==> config.mk <==
export PLATFORM = sky130hd
export DESIGN_NAME = dds_phase_gen
export DESIGN_NICKNAME = d
export VERILOG_FILES = /design/src/rtl/dds_pkg.sv /design/src/rtl/dds_reg_bank.sv /design/src/rtl/dds_phase_acc.sv /design/src/rtl/dds_phase_offset.sv /design/src/rtl/dds_phase_gen.sv
export SDC_FILE = /design/constraint.sdc
export NUM_CORES = 1
export LEC_CHECK = 0
export ABC_AREA = 1
export BUFFER_PORTS_ARGS = -buffer_cell sky130_fd_sc_hd__buf_2
export CORE_MARGIN = 2
export CORE_UTILIZATION = 65
export CTS_CLUSTER_SIZE = 20
export DETAILED_ROUTE_END_ITERATION = 8
export GPL_TIMING_DRIVEN = 0
export PLACE_DENSITY_LB_ADDON = 0.25
export RECOVER_POWER = 50
export SLEW_MARGIN = 10
export SYNTH_ARGS = -nofsm -noshare
export SYNTH_HDL_FRONTEND = slang
export SYNTH_HIERARCHICAL = 1
export SYNTH_SLANG_ARGS = --single-unit
==> constraint.sdc <==
create_clock -name clk_i -period 7.3 [get_ports clk_i]
set_input_delay 0.73 -clock clk_i [delete_from_list [all_inputs] [get_ports clk_i]]
set_output_delay 0.73 -clock clk_i [all_outputs]
set_load 0.05 [all_outputs]
==> src/rtl/dds_pkg.sv <==
package dds_pkg;
  localparam int unsigned DATA_W  = 16;
  localparam int unsigned FREQ_W  = 32;
  localparam int unsigned PHASE_W = 12;
  localparam int unsigned N_TW    = 2;
  localparam int unsigned N_OFF   = 4;
  localparam int unsigned ADDR_W  = 3;

  // top address bit splits the map into tuning and offset halves
  typedef enum logic {
    SPACE_TUNE  = 1'b0,
    SPACE_PHASE = 1'b1
  } addr_space_e;
endpackage

==> src/rtl/dds_reg_bank.sv <==
module dds_reg_bank
  import dds_pkg::*;
#(
  parameter int unsigned DW   = DATA_W,
  parameter int unsigned FW   = FREQ_W,
  parameter int unsigned PW   = PHASE_W,
  parameter int unsigned NT   = N_TW,
  parameter int unsigned NO   = N_OFF,
  parameter int unsigned AW   = ADDR_W
) (
  input  logic                 clk_i,
  input  logic                 rst_ni,
  input  logic                 wr_en_i,
  input  logic [AW-1:0]        wr_addr_i,
  input  logic [DW-1:0]        wr_data_i,
  output logic [NT-1:0][FW-1:0] tw_o,
  output logic [NO-1:0][PW-1:0] off_o
);
  localparam int unsigned HALVES = FW / DW;
  localparam int unsigned HB     = (HALVES > 1) ? $clog2(HALVES) : 1;
  localparam int unsigned TB     = (NT > 1) ? $clog2(NT) : 1;
  localparam int unsigned OB     = (NO > 1) ? $clog2(NO) : 1;

  addr_space_e     space;
  logic [HB-1:0]   half_sel;
  logic [TB-1:0]   tw_sel;
  logic [OB-1:0]   off_sel;

  always_comb begin
    space    = addr_space_e'(wr_addr_i[AW-1]);
    half_sel = wr_addr_i[HB-1:0];
    tw_sel   = wr_addr_i[HB +: TB];
    off_sel  = wr_addr_i[OB-1:0];
  end

  for (genvar g = 0; g < NT; g++) begin : g_tw
    for (genvar h = 0; h < HALVES; h++) begin : g_half
      logic [DW-1:0] q;
      logic          hit;
      assign hit = wr_en_i && (space == SPACE_TUNE) &&
                   (tw_sel == TB'(g)) && (half_sel == HB'(h));
      always_ff @(posedge clk_i or negedge rst_ni) begin
        if (!rst_ni)  q <= '0;
        else if (hit) q <= wr_data_i;
      end
      assign tw_o[g][h*DW +: DW] = q;
    end
  end

  for (genvar k = 0; k < NO; k++) begin : g_off
    logic [PW-1:0] q;
    logic          hit;
    assign hit = wr_en_i && (space == SPACE_PHASE) && (off_sel == OB'(k));
    always_ff @(posedge clk_i or negedge rst_ni) begin
      if (!rst_ni)  q <= '0;
      else if (hit) q <= wr_data_i[PW-1:0]; // upper data bits dropped
    end
    assign off_o[k] = q;
  end
endmodule

==> src/rtl/dds_phase_acc.sv <==
module dds_phase_acc
  import dds_pkg::*;
#(
  parameter int unsigned FW = FREQ_W,
  parameter int unsigned NT = N_TW,
  localparam int unsigned SW = (NT > 1) ? $clog2(NT) : 1
) (
  input  logic                  clk_i,
  input  logic                  rst_ni,
  input  logic [NT-1:0][FW-1:0] tw_i,
  input  logic [SW-1:0]         fsel_i,
  output logic [FW-1:0]         acc_o,
  output logic [FW-1:0]         acc_nxt_o
);
  logic [FW-1:0] acc_q;

  assign acc_nxt_o = acc_q + tw_i[fsel_i];

  always_ff @(posedge clk_i or negedge rst_ni) begin
    if (!rst_ni) acc_q <= '0;
    else         acc_q <= acc_nxt_o;
  end

  assign acc_o = acc_q;
endmodule

==> src/rtl/dds_phase_offset.sv <==
module dds_phase_offset
  import dds_pkg::*;
#(
  parameter int unsigned FW = FREQ_W,
  parameter int unsigned PW = PHASE_W,
  parameter int unsigned NO = N_OFF,
  localparam int unsigned SW = (NO > 1) ? $clog2(NO) : 1
) (
  input  logic                  clk_i,
  input  logic                  rst_ni,
  input  logic [FW-1:0]         acc_nxt_i,
  input  logic [NO-1:0][PW-1:0] off_i,
  input  logic [SW-1:0]         psel_i,
  output logic [PW-1:0]         phase_o
);
  logic [PW-1:0] phase_q;

  // registered alongside the accumulator so both outputs align
  always_ff @(posedge clk_i or negedge rst_ni) begin
    if (!rst_ni) phase_q <= '0;
    else         phase_q <= acc_nxt_i[FW-1 -: PW] + off_i[psel_i];
  end

  assign phase_o = phase_q;
endmodule

==> src/rtl/dds_phase_gen.sv <==
module dds_phase_gen
  import dds_pkg::*;
#(
  parameter int unsigned DW = DATA_W,
  parameter int unsigned FW = FREQ_W,
  parameter int unsigned PW = PHASE_W,
  parameter int unsigned NT = N_TW,
  parameter int unsigned NO = N_OFF,
  parameter int unsigned AW = ADDR_W,
  localparam int unsigned FSW = (NT > 1) ? $clog2(NT) : 1,
  localparam int unsigned PSW = (NO > 1) ? $clog2(NO) : 1
) (
  input  logic           clk_i,
  input  logic           rst_ni,
  input  logic           wr_en_i,
  input  logic [AW-1:0]  wr_addr_i,
  input  logic [DW-1:0]  wr_data_i,
  input  logic [FSW-1:0] fsel_i,
  input  logic [PSW-1:0] psel_i,
  output logic [FW-1:0]  acc_o,
  output logic [PW-1:0]  phase_o
);
  logic [NT-1:0][FW-1:0] tw_w;
  logic [NO-1:0][PW-1:0] off_w;
  logic [FW-1:0]         acc_nxt_w;

  dds_reg_bank #(
    .DW(DW), .FW(FW), .PW(PW), .NT(NT), .NO(NO), .AW(AW)
  ) u_regs (
    .clk_i     (clk_i),
    .rst_ni    (rst_ni),
    .wr_en_i   (wr_en_i),
    .wr_addr_i (wr_addr_i),
    .wr_data_i (wr_data_i),
    .tw_o      (tw_w),
    .off_o     (off_w)
  );

  dds_phase_acc #(.FW(FW), .NT(NT)) u_acc (
    .clk_i     (clk_i),
    .rst_ni    (rst_ni),
    .tw_i      (tw_w),
    .fsel_i    (fsel_i),
    .acc_o     (acc_o),
    .acc_nxt_o (acc_nxt_w)
  );

  dds_phase_offset #(.FW(FW), .PW(PW), .NO(NO)) u_off (
    .clk_i     (clk_i),
    .rst_ni    (rst_ni),
    .acc_nxt_i (acc_nxt_w),
    .off_i     (off_w),
    .psel_i    (psel_i),
    .phase_o   (phase_o)
  );
endmodule

== Yosys cells after proc, flatten, opt, wreduce, memory -nomap -nowiden ==
Cells that the tools add are included.
Word-level totals
  bits in registers: 156
  word-level logic and storage cells: 37
  input bits: 25
  output and inout bits: 44
Operators by class
  multiplexer cells: 4
  bitwise operators: 3
  reduce and logical (&&, ||, !) cells: 13
  $add $sub $neg: 2
  equal/unequal tests: 3
  magnitude comparators: 2
Operator list (number)
  $mux 32: 2
  $add 32x32->32: 1
  $bmux 12 s2: 1
  $add 12x12->12: 1
  $logic_and 1x1->1: 12
  $mux 12: 1
  $eq 2x2->1 const B: 2
  $lt 2x3->1 const B: 1
  $not 1->1: 3
  $eq 2x1->1 const B: 1
  $logic_not 2->1: 1
  $lt 1x2->1 const B: 1

== Logic depth before layout (Yosys ltp) ==
Gate-level depths: netlist (run 1).
  depth after elaboration: 4
  depth in mapped cells: 24
  depth with buffers taken out: 22

== Modules after synthesis ==
Netlist (run 1), hierarchy kept.
Modules (own cells, without submodules)
  dds_reg_bank: area each 4454.3 µm², cells each 458, times used 1, seq. area each 2802.7 µm²
  dds_phase_acc: area each 3534.6 µm², cells each 562, times used 1, seq. area each 800.8 µm²
  dds_phase_offset: area each 1234.9 µm², cells each 193, times used 1, seq. area each 300.3 µm²

== Worst setup path after synthesis (run 1) ==
Ideal clock, no wire load.
  path type: input-to-reg
  from: input port fsel_i
  to: register u_off.phase_q[6], in the netlist u_off/phase_o[6]
  arrival time: 3851 ps
  stages: 22
  buffers on the path: 2
  setup slack: 3324 ps
  cell sequence: clkbuf_1 -> buf_2 -> mux2_2 -> ha_1 -> fa_1 -> nand3_1 -> nand3_1 -> nand2_1 -> nand2_2 -> nand2_1 -> nand2_2 -> nand2_1 -> nand2_1 -> nand2_1 -> nand2_1 -> ha_1 -> fa_1 -> nand2_1 -> nand3_1 -> nand2_1 -> o21ai_2 -> xor2_1
On the way
  longest elaborated chain between the ends: 4
Ends and longest elaborated chain
  start, declared: RTL line dds_phase_gen.sv:18  | input logic [FSW-1:0] fsel_i,
  $mux 32 (implied by the code) (2 in a row): RTL line dds_phase_acc.sv:17  | assign acc_nxt_o = acc_q + tw_i[fsel_i];
  $add 32x32->32: RTL line dds_phase_acc.sv:17
  net acc_nxt_w[20]: RTL line dds_phase_gen.sv:25  | logic [FW-1:0] acc_nxt_w;
  $add 12x12->12: RTL line dds_phase_offset.sv:21  | else phase_q <= acc_nxt_i[FW-1 -: PW] + off_i[psel_i];
  end signal, assigned: RTL line dds_phase_offset.sv:21
  end, declared: RTL line dds_phase_offset.sv:16  | logic [PW-1:0] phase_q;
The timed path passes the listed nets, and every way through them passes these cells. The select of a mux whose other input is x is not followed.
A chain may end at the register's enable or synchronous reset.

==> results.yml, run 1 <==
status:
  outcome: "finished, violations left"
  violations: "capacitance limit, slew limit"
logic_synthesis:
  netlist_top_cells_count: "nand2_1 (451), dfrtp_1 (156), inv_1 (137)"
  avgSynthCellArea_sq_um: 7.60
  syn_inst: 1213
  synth_nets: 1282
  yosysSeqAreaShare: 0.423
  yosysMostFrequentCell: "nand2_1"
  yosysTopAreaCell: "dfrtp_1"
  synth.area.top_cells: "dfrtp_1 (42%), nand2_1 (18%), ha_1 (5.7%)"
  ys_seq_elements: 156
  synth_cell_types: 34
  yosysWarnings: 6
  ys.flop_type: "dfrtp_1"
  synth_top_area_share: 0.423
  synth_area_sq_um: 9220
  synthArstFlopShare: 1.00
  synth_edf_count: 0
placed_design:
  place_congestion: 0.927
  numPortBuffers: 67
  dp_hpwl_mm: 18.0
timing:
  rsz0062_at_grt: "false"
  setup_viol: 0
  fmax_ghz: 0.216
  worst_slew_pin_slew_ns: 2.70
  relSlewSlack: -0.800
  hold_viol: 0
  clock_skew_ns: 0.00728
  post-route-min-period_ns: 4.64
  finalCritPeriodShare: 0.635
  drv_slew: 159
  finalSetupTns_ns: 0
worst_setup_path:
  required_ns: 7.25
  crit_family: "buffers and inverters"
  critPathMaxFanout: 112
  cpPeakStageDelay_ns: 2.11
  critPathKind: "input port to async pin"
  cpMaxStageDelayCell: "clkbuf_2"
  path_depth: 2
  ff2ff_path_depth: 20
  start_kind: "input port"
  path_cells: "clkbuf_1, clkbuf_2"
  cp-end-kind: "async pin"
  crit_buf_inv: 2
  cp_data_arrival_time_ns: 4.59
floorplanning:
  die_h_um: 123
  die-area_sq_um: 15200
  ios: 69
  start_util: 0.665
  die_x_um: 123
  rows: 43
  coreArea_sq_um: 13900
cts:
  cts-root-buf: "clkbuf_16"
  post_cts_resized: 0
  hold_buffers: 0
  path_clk_slew_ns: 0.06
  htree_num_levels: 4
  postCtsSetupBuffers: 0
  cts_buffer_depth: 2
  cts_buffers: 17
  cts_tree: "done"
  clk_latency_ns: 0.42
  clock-sinks: 156
global_route:
  antenna_found_initial: 0
  grt_pass1_vias: 7999
  grt_use_met2: 0.541
  top_usage_layer: "met2"
  grtUsageMet3: 0.0770
  grt_usage: 0.346
  grt_pass1_wl_mm: 39.8
  grt_max_degree: 113
  use_met1: 0.479
  overflow: 0
hold_path:
  hold_path_class: "register to register"
  holdPathStages: 2
power_and_ir_drop:
  pwr-share-comb: 0.528
  p_sw_mw: 2.24
  seqPwrFrac: 0.272
  p_per_area_nw_per_um2: 452
  p_sw_frac: 0.480
  internal-power_mw: 2.42
  power_mw: 4.66
  leakage_nw: 5.79
  ir_drop_mv: 0.219
  clkPwrFrac: 0.200
layout:
  n_antenna_cell: 0
  fin_util: 0.743
  drive_gt1_frac: 0.141
  multi_input_area_sq_um: 4490
  n_fill_cell: 1084
  fin_nets: 1369
  syn_to_final_growth_pct: 11.8
  seqCellArea_sq_um: 3900
routing:
  dr_total_vias: 8507
  viasPerCell: 5.70
  drtAntennaViolNets: 0
  first_pass_iters: 8
  drcViolationCount: 0
  drt-initial-drc-count: 943
  wirelength_mm: 24.6
  post_drt_wl_per_cell_um: 16.4
flow_run:
  max-cap-violations: 2
## metal layers
| metal | share of wire | wire length, um |
|---|---|---|
| met5 | 0 | 0 |
| met4 | 0.027 | 671 |
| met3 | 0.094 | 2300 |
| met2 | 0.46 | 11200 |
| met1 | 0.42 | 10400 |
## worst paths after layout
check	startpoint	slack, ns	end
worst min-delay path	u_regs/g_tw[0].g_half[1].q[3]$_DFFE_PN0P_	0.47	u_regs/g_tw[0].g_half[1].q[3]$_DFFE_PN0P_
worst min register to register	u_regs/g_tw[0].g_half[1].q[3]$_DFFE_PN0P_	0.47	u_regs/g_tw[0].g_half[1].q[3]$_DFFE_PN0P_
min in group asynchronous	rst_ni	1.01	u_acc/acc_o[8]$_DFF_PN0_
worst max register to register	u_regs/g_tw[1].g_half[0].q[0]$_DFFE_PN0P_	3.51	u_off/phase_o[6]$_DFF_PN0_
max in group clk_i	fsel_i	2.92	u_off/phase_o[6]$_DFF_PN0_
worst max-delay path	rst_ni	2.66	u_regs/g_off[0].q[5]$_DFFE_PN0P_
## flip-flops by register name (all words and copies together) (netlist names)
name / cells
u_off/phase_o: 12
u_acc/acc_o: 32
u_regs/g_tw.g_half.q: 64
u_regs/g_off.q: 48
## power groups by stage
stage / Clock (mW) / Sequential [mW] / Combinational (mW)
after global placement: 0 / 1.27 / 2.36
final: 0.930 / 1.27 / 2.46
after detailed placement: 0 / 1.28 / 2.42
after CTS: 0.941 / 1.27 / 2.44
after floorplan: 0 / 1.69 / 1.42
after global routing: 0.980 / 1.30 / 2.72
## metrics by stage
step | instance area (sq um) | worst slack, ns | cells | hold WS (ns)
floorplan | 9220 | 3.32 | 1213 | 0.434
global placement | 9780 | 2.65 | 1460 | 0.448
detailed placement | 9820 | 2.61 | 1461 | 0.453
CTS | 10400 | 3.01 | 1493 | 0.194
global route | 10300 | 1.72 | 1493 | 0.485
finish | 10300 | 2.66 | 1493 | 0.468
## placed cells by master, fill, tap and decap left out, types with 4 or more instances in the layout
master	instances
nand2_1	455
dfrtp_1	156
inv_1	139
buf_2	83
nor2_1	78
nand3_1	60
ha_1	42
o21ai_1	39
nand4_1	37
o21ai_0	36
mux2_2	32
a21oi_1	25
xor2_1	19
clkbuf_16	17
clkbuf_1	15
o22ai_1	11
nand2_2	9
o21ai_2	8
inv_2	7
inv_6	4
xnor2_1	4
## logic make-up (layout without fill, tap and decap cells)
kind of cell,Yosys count,in the layout,share of synthesized area
buf+inv,183,283,0.0838
simple gates,650,650,0.295
mux,32,32,0.0391
compound gates,125,125,0.0757
xor+xnor,23,23,0.0218
fa+ha+maj,44,44,0.0613
flops,156,156,0.423
## layout make-up
class / instances / area share
Inverter: 146 / 0.0532
Multi-Input combinational cell: 874 / 0.435
Clock buffer: 18 / 0.0426
Sequential cell: 156 / 0.379
Clock inverter: 14 / 0.0176
Buffer: 37 / 0.0182
Timing Repair Buffer: 68 / 0.0328
Tap cell: 180 / 0.0218
Power figures use the tool's default switching activity.
==> run 2, diff against run 1 <==
--- a/config.mk
+++ b/config.mk
@@ -8,7 +8,7 @@
 export ABC_AREA = 1
 export BUFFER_PORTS_ARGS = -buffer_cell sky130_fd_sc_hd__buf_2
 export CORE_MARGIN = 2
-export CORE_UTILIZATION = 65
+export CORE_UTILIZATION = 61
 export CTS_CLUSTER_SIZE = 20
 export DETAILED_ROUTE_END_ITERATION = 8
 export GPL_TIMING_DRIVEN = 0
==> constraint.sdc (replaced) <==
create_clock -name clk_i -period 4.75 [get_ports clk_i]
set_input_delay 0.475 -clock clk_i [delete_from_list [all_inputs] [get_ports clk_i]]
set_output_delay 0.475 -clock clk_i [all_outputs]
set_load 0.05 [all_outputs]
==> results.yml, run 2 (synthesis results as in run 1) <==
cts:
  path_clk_slew_ns: 0.06
  cts_buffers: 17
  hold_buffers: 0
  cts-root-buf: "clkbuf_16"
  post_cts_resized: 0
  clk_latency_ns: 0.42
  cts_buffer_depth: 2
  cts_tree: "done"
  htree_num_levels: 4
  postCtsSetupBuffers: 0
  clock-sinks: 156
layout:
  syn_to_final_growth_pct: 12.6
  largest_reg_flops: 64
  largest_register: "u_regs/g_tw.g_half.q"
  fin_nets: 1369
  n_antenna_cell: 0
  layout_common_cells: "nand2_1 (455), dfrtp_1 (156), inv_1 (137)"
  final_common_cell: "nand2_1"
  drive_gt1_frac: 0.139
routing:
  wirelength_mm: 24.2
  dr_total_vias: 8272
  post_drt_wl_per_cell_um: 16.2
  drt-initial-drc-count: 863
  first_pass_iters: 6
  drcViolationCount: 0
  viasPerCell: 5.53
  drtAntennaViolNets: 0
worst_setup_path:
  rr_startpoint: "u_regs/g_tw[1].g_half[0].q[0]$_DFFE_PN0P_"
  cp_data_arrival_time_ns: 4.50
  cp-end-kind: "register"
  critPathMaxFanout: 10
  critPathKind: "input port to register"
  start_kind: "input port"
  crit_start: "fsel_i"
  required_ns: 5.04
timing:
  finalCritPeriodShare: 0.885
  setup_ws_ns: 0.548
  rsz0062_at_grt: "false"
  fmax_ghz: 0.238
  hold_viol: 0
  setup_viol: 0
  clock_skew_ns: 0.00826
  post-route-min-period_ns: 4.20
  worst_slew_pin_slew_ns: 3.70
  relSlewSlack: -1.47
  finalSetupTns_ns: 0
  drv_slew: 77
global_route:
  grt_max_degree: 81
  grt_pass1_vias: 7802
  overflow: 0
  grt_usage: 0.312
  grt_pass1_wl_mm: 39.1
  antenna_found_initial: 0
flow_run:
  max-cap-violations: 1
placed_design:
  place_congestion: 0.920
  dp_hpwl_mm: 18.4
  numPortBuffers: 67
  preCtsSetupSlack_ns: 0.231
status:
  outcome: "finished, violations left"
  violations: "capacitance limit, slew limit"
hold_path:
  hold_path_class: "input port to register"
  worstHoldStart: "wr_data_i[0]"
floorplanning:
  die_x_um: 127
  rows: 44
  die_h_um: 127
  die-area_sq_um: 16100
  coreArea_sq_um: 14600
  start_util: 0.630
  ios: 69
power_and_ir_drop:
  power_mw: 7.20
  p_per_area_nw_per_um2: 693
  leakage_nw: 5.80
  ir_drop_mv: 0.305
## run 2: cell types whose count changed in the layout (fill, tap and decap cells not counted), moves of 2 or more
| cell | change |
|---|---|
| buf_4 | -2 |
| buf_6 | +2 |
| bufinv_16 | +2 |
| clkbuf_1 | +3 |
| inv_1 | -2 |
| inv_2 | +2 |
| inv_6 | -3 |
| inv_8 | -2 |
| o21ai_0 | +2 |
| o21ai_1 | -3 |
## run 2: final timing paths
kind | end | slack, ns | cells past startpoint
worst min register to register | u_regs/g_tw[1].g_half[0].q[12]$_DFFE_PN0P_ | 0.47 | 2
min in group asynchronous | u_acc/acc_o[6]$_DFF_PN0_ | 1.55 | 1
max in group asynchronous | u_regs/g_tw[0].g_half[0].q[1]$_DFFE_PN0P_ | 1.12 | 1
worst min-delay path | u_regs/g_off[3].q[0]$_DFFE_PN0P_ | 0.34 | 3
worst max-delay path | u_off/phase_o[6]$_DFF_PN0_ | 0.55 | 22
worst max register to register | u_off/phase_o[6]$_DFF_PN0_ | 0.93 | 20
## run 2: area by class of cell
class | count | area [sq um]
multi-input cells | 874 | 4500
fillers | 1259 | 4260
flip-flops and latches | 156 | 3900
inverters | 146 | 548
clock buffers | 21 | 450
repair buffers | 68 | 367
well taps | 184 | 230
plain buffers | 37 | 194
clock inverters | 10 | 189
## run 2: where the power goes
part / internal (mW) / total [mW] / switching [mW]
logic: 1.14 / 3.76 / 2.62
clock network: 0.947 / 1.48 / 0.537
registers: 1.73 / 1.95 / 0.219
total: 3.82 / 7.20 / 3.38
## run 2: metrics by stage
step	std cells	utilization	hold slack [ns]	instance area, sq um
2_1_floorplan	1213	-	0.179	9220
3_3_place_gp	1464	0.668	0.450	9790
3_5_place_dp	1465	0.671	0.453	9830
4_1_cts	1496	0.715	0.0535	10500
5_1_grt	1496	0.709	0.347	10400
6_report	1496	0.709	0.345	10400
## run 2: layer usage
metal  global-route usage  vias to the layer above  part of all wire
li1                     -                     4036                 -
met1                0.459                     3920              0.46
met2                0.494                      284              0.46
met3               0.0422                       32             0.062
met4               0.0769                        0             0.014
met5                    0                        -                 0
## run 2: critical path: stages
cell      delay, ns
clkbuf_1       0.22
buf_2          0.36
mux2_2         0.39
ha_1           0.27
fa_1           0.51
nand3_1        0.13
nand3_1        0.16
nand2_1        0.12
nand2_2        0.09
nand2_1        0.08
nand2_2        0.08
nand2_1        0.10
nand2_1        0.05
nand2_1        0.05
nand2_1        0.13
ha_1           0.29
fa_1           0.45
nand2_1        0.09
nand3_1        0.10
nand2_1        0.13
o21ai_2        0.07
xor2_1         0.15
==> run 3, diff against run 2 <==
==> constraint.sdc (replaced) <==
create_clock -name clk_i -period 4.4 [get_ports clk_i]
set_input_delay 0.44 -clock clk_i [delete_from_list [all_inputs] [get_ports clk_i]]
set_output_delay 0.44 -clock clk_i [all_outputs]
set_load 0.05 [all_outputs]
==> results.yml, run 3 (synthesis results as in run 1) <==
worst_setup_path:
  cp-end-kind: "register"
  cpMaxStageDelayCell: "fa_1"
  critPathKind: "input port to register"
  required_ns: 4.69
  crit_end: "u_off/phase_o[6]$_DFF_PN0_"
  crit_buf_inv: 2
  regToRegEndpoint: "u_off/phase_o[6]$_DFF_PN0_"
  start_kind: "input port"
  cpPeakStageDelay_ns: 0.51
  crit_top_cell: "nand2_1"
  path_cells: "clkbuf_1, buf_2, mux2_2, ha_1, fa_1, nand3_1, nand3_1, nand2_1, nand2_2, nand2_1, nand2_2, nand2_1, nand2_1, nand2_1, nand2_1, ha_1, fa_1, nand2_1, nand3_1, nand2_1, o21ai_2, xor2_1"
  rrSetupSlack_ns: 0.57
  path_depth: 22
  rr_startpoint: "u_regs/g_tw[1].g_half[0].q[0]$_DFFE_PN0P_"
  crit_family: "adder cells"
  critPathMaxFanout: 10
  cp_data_arrival_time_ns: 4.46
  ff2ff_path_depth: 20
  crit_start: "fsel_i"
timing:
  fmax_ghz: 0.240
  post-route-min-period_ns: 4.17
  relSlewSlack: -1.37
  setup_viol: 0
  finalSetupTns_ns: 0
  rsz0062_at_grt: "false"
  worst_slew_pin_slew_ns: 3.56
  hold_viol: 0
  drv_slew: 77
  whs_ns: 0.310
  finalCritPeriodShare: 0.947
  clock_skew_ns: 0.00826
cts:
  clock-sinks: 156
  hold_buffers: 0
  path_clk_slew_ns: 0.06
  cts-root-buf: "clkbuf_16"
  postCtsSetupBuffers: 0
  cts_buffers: 17
  post_cts_resized: 0
  cts_buffer_depth: 2
  clk_latency_ns: 0.42
  htree_num_levels: 4
  cts_tree: "done"
routing:
  post_drt_wl_per_cell_um: 16.2
  wirelength_mm: 24.2
  drtAntennaViolNets: 0
  viasPerCell: 5.53
  drt-initial-drc-count: 863
  drcViolationCount: 0
  first_pass_iters: 5
  dr_total_vias: 8274
layout:
  layout_common_cells: "nand2_1 (455), dfrtp_1 (156), inv_1 (137)"
  n_fill_cell: 1259
  final_common_cell: "nand2_1"
  largest_reg_flops: 64
  final_area_sq_um: 10400
  n_antenna_cell: 0
  drive_gt1_frac: 0.139
  fin_nets: 1369
  syn_to_final_growth_pct: 12.6
  largest_register: "u_regs/g_tw.g_half.q"
floorplanning:
  rows: 44
  die-area_sq_um: 16100
  die_h_um: 127
  start_util: 0.630
  die_x_um: 127
  ios: 69
  coreArea_sq_um: 14600
power_and_ir_drop:
  leakage_nw: 5.81
  power_mw: 7.77
  ir_drop_mv: 0.330
  p_per_area_nw_per_um2: 748
placed_design:
  dp_hpwl_mm: 18.4
  place_congestion: 0.920
  numPortBuffers: 67
  place_area_sq_um: 9830
status:
  violations: "capacitance limit, slew limit"
  outcome: "finished, violations left"
global_route:
  overflow: 0
  antenna_found_initial: 0
  grt_pass1_wl_mm: 39.1
  grt_pass1_vias: 7802
  grt_usage: 0.312
  grt_max_degree: 81
hold_path:
  hold_path_class: "input port to register"
flow_run:
  max-cap-violations: 1
[run 3: per-stage QoR]
step | util | cells | setup WS (ns)
6_report | 0.709 | 1496 | 0.232
2_1_floorplan | - | 1213 | 0.714
3_5_place_dp | 0.671 | 1465 | -0.0839
4_1_cts | 0.715 | 1496 | 0.334
5_1_grt | 0.709 | 1496 | 0.0841
3_3_place_gp | 0.668 | 1464 | -0.0297
[run 3: worst reg2reg max path: cells and delay by family, from the launching register on]
| kind | cells | cell delay (ns) |
|---|---|---|
| XOR/XNOR | 1 | 0.15 |
| flip-flops | 1 | 0.37 |
| AND/OR/NAND/NOR | 13 | 1.31 |
| adder cells (fa/ha/maj) | 4 | 1.52 |
| multiplexers | 1 | 0.28 |
| AO/OA/AOI/OAI | 1 | 0.07 |
[run 3: routing by layer]
layer | vias to the layer above | track usage | wire, um
met3 | 32 | 0.0422 | 1510
met1 | 3920 | 0.459 | 11100
met4 | 0 | 0.0769 | 351
met5 | - | 0 | 0
met2 | 286 | 0.494 | 11200
li1 | 4036 | - | -
[run 3: cell type report]
cell class                 instances  area (sq um)  area share
sequential                       156          3900       0.376
timing repair buffer              68           369      0.0355
clock buffer                      21           450      0.0434
inverter                         146           548      0.0528
clock inverter                    10           189      0.0182
tap                              184           230      0.0222
multi-input combinational        874          4500       0.433
buffer                            37           194      0.0187
[run 3: worst min-delay path by stage]
stage / startpoint / end / slack, ns / cells past startpoint
global placement: u_regs/g_tw[1].g_half[0].q[10]$_DFFE_PN0P_ / u_regs/g_tw[1].g_half[0].q[10]$_DFFE_PN0P_ / 0.45 / 2
floorplan: rst_ni / u_acc/acc_o[0]$_DFF_PN0_ / 0.14 / 0
finish: wr_data_i[0] / u_regs/g_off[3].q[0]$_DFFE_PN0P_ / 0.31 / 3
detailed placement: u_regs/g_tw[1].g_half[0].q[4]$_DFFE_PN0P_ / u_regs/g_tw[1].g_half[0].q[4]$_DFFE_PN0P_ / 0.45 / 2
global route: wr_data_i[0] / u_regs/g_off[3].q[0]$_DFFE_PN0P_ / 0.31 / 3
CTS: rst_ni / u_acc/acc_o[6]$_DFF_PN0_ / 0.02 / 1
[run 3: power breakdown]
part           leakage (nW)  switching [mW]  internal (mW)  total, mW
sequential             1.93           0.237           1.87       2.11
clock                 0.308           0.579           1.02       1.60
combinational          3.58            2.83           1.23       4.06
total                  5.81            3.65           4.12       7.77
